<file path="config.mk">
export PLATFORM = sky130hd
export DESIGN_NAME = flash_status_gen
export DESIGN_NICKNAME = d
export VERILOG_FILES = /design/src/rtl/flash_status_gen.sv
export SDC_FILE = /design/constraint.sdc
export NUM_CORES = 1
export LEC_CHECK = 0
export BUFFER_PORTS_ARGS = -buffer_cell sky130_fd_sc_hd__buf_2
export CORE_AREA = 2 2 39 41
export CTS_CLUSTER_SIZE = 16
export DETAILED_ROUTE_END_ITERATION = 8
export DIE_AREA = 0 0 41 43
export MAX_ROUTING_LAYER = met4
export PLACE_DENSITY_LB_ADDON = 0.1
export SYNTH_ARGS = -nofsm -noshare
export SYNTH_HDL_FRONTEND = slang
export SYNTH_SLANG_ARGS = --single-unit
</file>
<file path="constraint.sdc">
create_clock -name clk -period 2 [get_ports clk]
set_input_delay 0.4 -clock clk [delete_from_list [all_inputs] [get_ports clk]]
set_output_delay 0.4 -clock clk [all_outputs]
set_load 0.01 [all_outputs]
</file>
<file path="src/rtl/flash_status_gen.sv">
module flash_status_gen #(
  parameter int SECTOR_W   = 8,
  parameter int CNT_W      = 4,
  parameter int PGM_PULSES = 4,
  parameter int ERS_PULSES = 6
) (
  input  logic                clk,
  input  logic                rst_n,
  input  logic [2:0]          op_state,
  input  logic                rd_strobe,
  input  logic [SECTOR_W-1:0] rd_sector,
  input  logic [SECTOR_W-1:0] ers_sector,
  input  logic [7:0]          true_data,
  input  logic [CNT_W-1:0]    we_count,
  output logic [7:0]          rd_data,
  output logic                busy_n
);

  localparam logic [2:0] OP_PGM   = 3'd1;
  localparam logic [2:0] OP_ERS   = 3'd2;
  localparam logic [2:0] OP_SUSP  = 3'd3;
  localparam logic [2:0] OP_SPGM  = 3'd4;
  localparam logic [CNT_W-1:0] PGM_MIN = CNT_W'(PGM_PULSES);
  localparam logic [CNT_W-1:0] ERS_MIN = CNT_W'(ERS_PULSES);

  logic tog6, tog2;

  wire pgm_go   = (op_state == OP_PGM)  && (we_count >= PGM_MIN);
  wire spgm_go  = (op_state == OP_SPGM) && (we_count >= PGM_MIN);
  wire ers_go   = (op_state == OP_ERS)  && (we_count >= ERS_MIN);
  wire susp_hit = (op_state == OP_SUSP) && (rd_sector == ers_sector);

  wire flip6 = rd_strobe && (pgm_go || spgm_go || ers_go);
  wire flip2 = rd_strobe && (ers_go || susp_hit);

  always_ff @(posedge clk or negedge rst_n)
    if (!rst_n) begin
      tog6 <= 1'b0;
      tog2 <= 1'b0;
    end else begin
      if (flip6) tog6 <= ~tog6;
      if (flip2) tog2 <= ~tog2;
    end

  always_comb begin
    rd_data = true_data;
    busy_n  = 1'b1;
    if (pgm_go) begin
      rd_data[7] = ~true_data[7];
      rd_data[6] = tog6;
      rd_data[2] = tog2;
      busy_n     = 1'b0;
    end else if (spgm_go) begin
      rd_data[7] = ~true_data[7];
      rd_data[6] = tog6;
      busy_n     = 1'b0;
    end else if (ers_go) begin
      rd_data[7] = 1'b0;
      rd_data[6] = tog6;
      rd_data[2] = tog2;
      busy_n     = 1'b0;
    end else if (susp_hit) begin
      rd_data[7] = 1'b1;
      rd_data[6] = 1'b1;
      rd_data[2] = tog2;
    end
  end

  a_r7_hold_without_read: assert property (@(posedge clk) disable iff (!rst_n)
    !rd_strobe |=> $stable(tog6) && $stable(tog2));

  a_r5_prog_bit2_still: assert property (@(posedge clk) disable iff (!rst_n)
    (op_state == OP_PGM) |=> $stable(tog2));

  a_r4_prog_busy: assert property (@(posedge clk) disable iff (!rst_n)
    (op_state == OP_PGM && we_count >= PGM_MIN) |-> !busy_n && rd_data[7] != true_data[7]);

  a_r8_susp_sector_bits: assert property (@(posedge clk) disable iff (!rst_n)
    (op_state == OP_SUSP && rd_sector == ers_sector) |-> busy_n && rd_data[7:6] == 2'b11);

  a_r9_other_sector_data: assert property (@(posedge clk) disable iff (!rst_n)
    (op_state == OP_SUSP && rd_sector != ers_sector) |-> busy_n && rd_data == true_data);

  a_r6_erase_bit7: assert property (@(posedge clk) disable iff (!rst_n)
    (op_state == OP_ERS && we_count >= ERS_MIN) |-> !busy_n && !rd_data[7]);

  a_r11_low_bits_pass: assert property (@(posedge clk) disable iff (!rst_n)
    {rd_data[5:3], rd_data[1:0]} == {true_data[5:3], true_data[1:0]});

endmodule

</file>
==> out/summary.txt <==
Final Util: 42.6%
CP endpoint kind: output pin
Detailed-route via count: 437
CP startpoint kind: input port
Initial antenna violation count: 0
Final WS setup: 23.4 ps
Grt total ovfl: 0
Outcome: completed
# IOs: 43
Core Footprint: 1380 um2
Post-route ant nets: 0
Cell Area, Synth: 380 um2
Ys Warns: 0
Die Wd: 41 um
Leakage power: 0.000295 uW
Pre-CTS setup slack: 7.71 ps
GPL Wtd Cong: 0.644
DR pass1 iterations: 4
CTS tree: yes
RSZ-0062 raised after global routing: true
Total GRT Usage: 12.0%
Initial DRC count: 2
Sequential fraction of the synthesis area: 13.2%
Peak VDD IR: 0.000233 V
Dpl cells: 90
Final hold viol count: 0
Critical Path RT: 1600 ps
Total power draw: 269 uW
Max-slew violations: 0
Worst path buffer plus inverter count: 2
Share of cells above drive strength 1: 52.6%
Worst hold path class: input port to asynchronous set/reset pin
Non-Filler Instances: 94
Number of buffers created by CTS: 3
Critical path class: input port to output pin
Worst path arrival time: 1580 ps
Largest net degree at the start of global routing: 6
CTS max path bufs: 2
Mapped Nets: 81
Hpwl dp: 794 um
NumNets Final: 114
Min Tclk post-route: 1980 ps
Tcrit/Tclk final: 98.8%
Worst skew pair latency: 220 ps
Residual DRC count: 0
Std cell rows: 14
Hold WS: 501 ps
Commonest non-fill, non-tap cell in the layout: buf_2
Crit-path leading delay family: simple AND/OR/NAND/NOR gates
Slew margin rel.: 71.3%
Fill count: 141
Worst-path cell chain: buf_6, xor2_2, nor4_4, a31oi_1, mux2_2, buf_6
Synth Instances: 47
Post-CTS Setup Inserts: 0
Critical path's largest stage delay: 330 ps
Area Overhead vs Synth: 54.9%
CTS Sinks: 2
CP max FO: 4
DIE HEIGHT: 43 um
Die ar.: 1760 um2
Vias in the first global route: 378
Crit path top cell by count: buf_6
Drt total wl: 927 um
Initial core utilization: 27.5%
Worst-Margin Slew: 429 ps
Mean Syn Cell Area: 8.09 um2
Clk root buf: clkbuf_4
MaxCap Viol Count: 0
F_max: 506 MHz
CP max stage cell: nor4_4
H-tree depth: 1
# diodes: 0
Reg clk slew, reported paths: 30 ps
Port Buffers: 31
Final setup vio count: 0
First-pass GRT wire length: 1440 um
Number of synthesized register bits: 2
Synth cell types: 24
Drt wl/cell: 9.86 um
PD cells: 457 nW/um2
Most frequent cells in the layout: buf_2, xor2_1, inv_1, xnor2_1, clkbuf_4
DR vias/cell: 4.65
Clock Skews: 0 ps
## path summary, 6_finish.rpt
kind	from	endpoint	slack [ps]	cells past startpoint
setup / recovery	rd_sector[2]	rd_data[2]	20	6
hold / removal	rst_n	tog6	500	2
setup reg to reg	tog2	tog2	900	4
hold reg to reg	tog6	tog6	550	2
max in group asynchronous	rst_n	tog2	1400	2
min in group clk	rd_strobe	tog6	540	3
## synthesized netlist by cell type
master,instances,area share (%)
dfrtp_1,2,13
and4b_1,1,2.6
xor2_1,7,16
o21ai_0,1,1.3
buf_4,5,9.9
o21bai_1,1,2.0
o221ai_1,1,2.3
a2bb2oi_1,1,2.3
nor2b_1,2,3.3
a21oi_1,2,2.6
a31oi_1,2,3.3
nand3_1,2,2.6
a211oi_1,1,2.0
xnor2_1,4,9.2
nor3b_1,1,2.0
mux2_2,1,3.0
nor2_1,1,0.99
inv_1,4,3.9
nor4_4,1,5.6
nor3_1,2,2.6
and4_2,1,2.6
nand2_1,1,0.99
or3_1,1,1.6
a21o_1,2,3.9
## cells by family (layout without fill, tap and decap cells)
| family | after synthesis | after routing | synth area share (%) |
|---|---|---|---|
| xor+xnor | 11 | 11 | 25.3 |
| mux | 1 | 1 | 2.96 |
| compound gates | 11 | 11 | 19.7 |
| buf+inv | 9 | 40 | 13.8 |
| flops | 2 | 2 | 13.2 |
| simple gates | 13 | 13 | 25.0 |
## flip-flops by register name, indices dropped and copies added, names as in the netlist
| register | flops |
|---|---|
| tog2 | 1 |
| tog6 | 1 |
## what timing repair did
action	in CTS	in global routing
hold buffers	1	0
endpoints found under the setup margin	0	3
hold endpoints to repair	2	0
resized for setup	0	5
## power breakdown
part | switching (uW) | internal [uW]
clock network | 21.4 | 66.0
logic | 57.0 | 67.3
registers | 6.12 | 51.5
total | 84.6 | 185
## through the flow
step	setup TNS, ps	area, um2
2_1_floorplan	0	380
3_3_place_gp	0	526
3_5_place_dp	0	526
4_1_cts	0	558
5_1_grt	-57.2	589
6_report	0	589
## area by class of cell
type / count / area (um2) / share of cell area [%]
inverters: 4 / 15.0 / 2.55
repair buffers: 33 / 185 / 31.4
flip-flops and latches: 2 / 50.0 / 8.49
multi-input cells: 36 / 297 / 50.3
well taps: 16 / 20.0 / 3.40
clock buffers: 3 / 22.5 / 3.82
## metal layers
layer	wire length (um)	vias up	global-route usage [%]	share of wire (%)
met2	456	27	20.0	49
met1	346	184	12.1	37
met5	0	-	-	0
met3	124	0	6.28	13
met4	0	0	2.00	0
li1	-	226	-	-
Note: power is estimated with default switching activity, not from simulation.
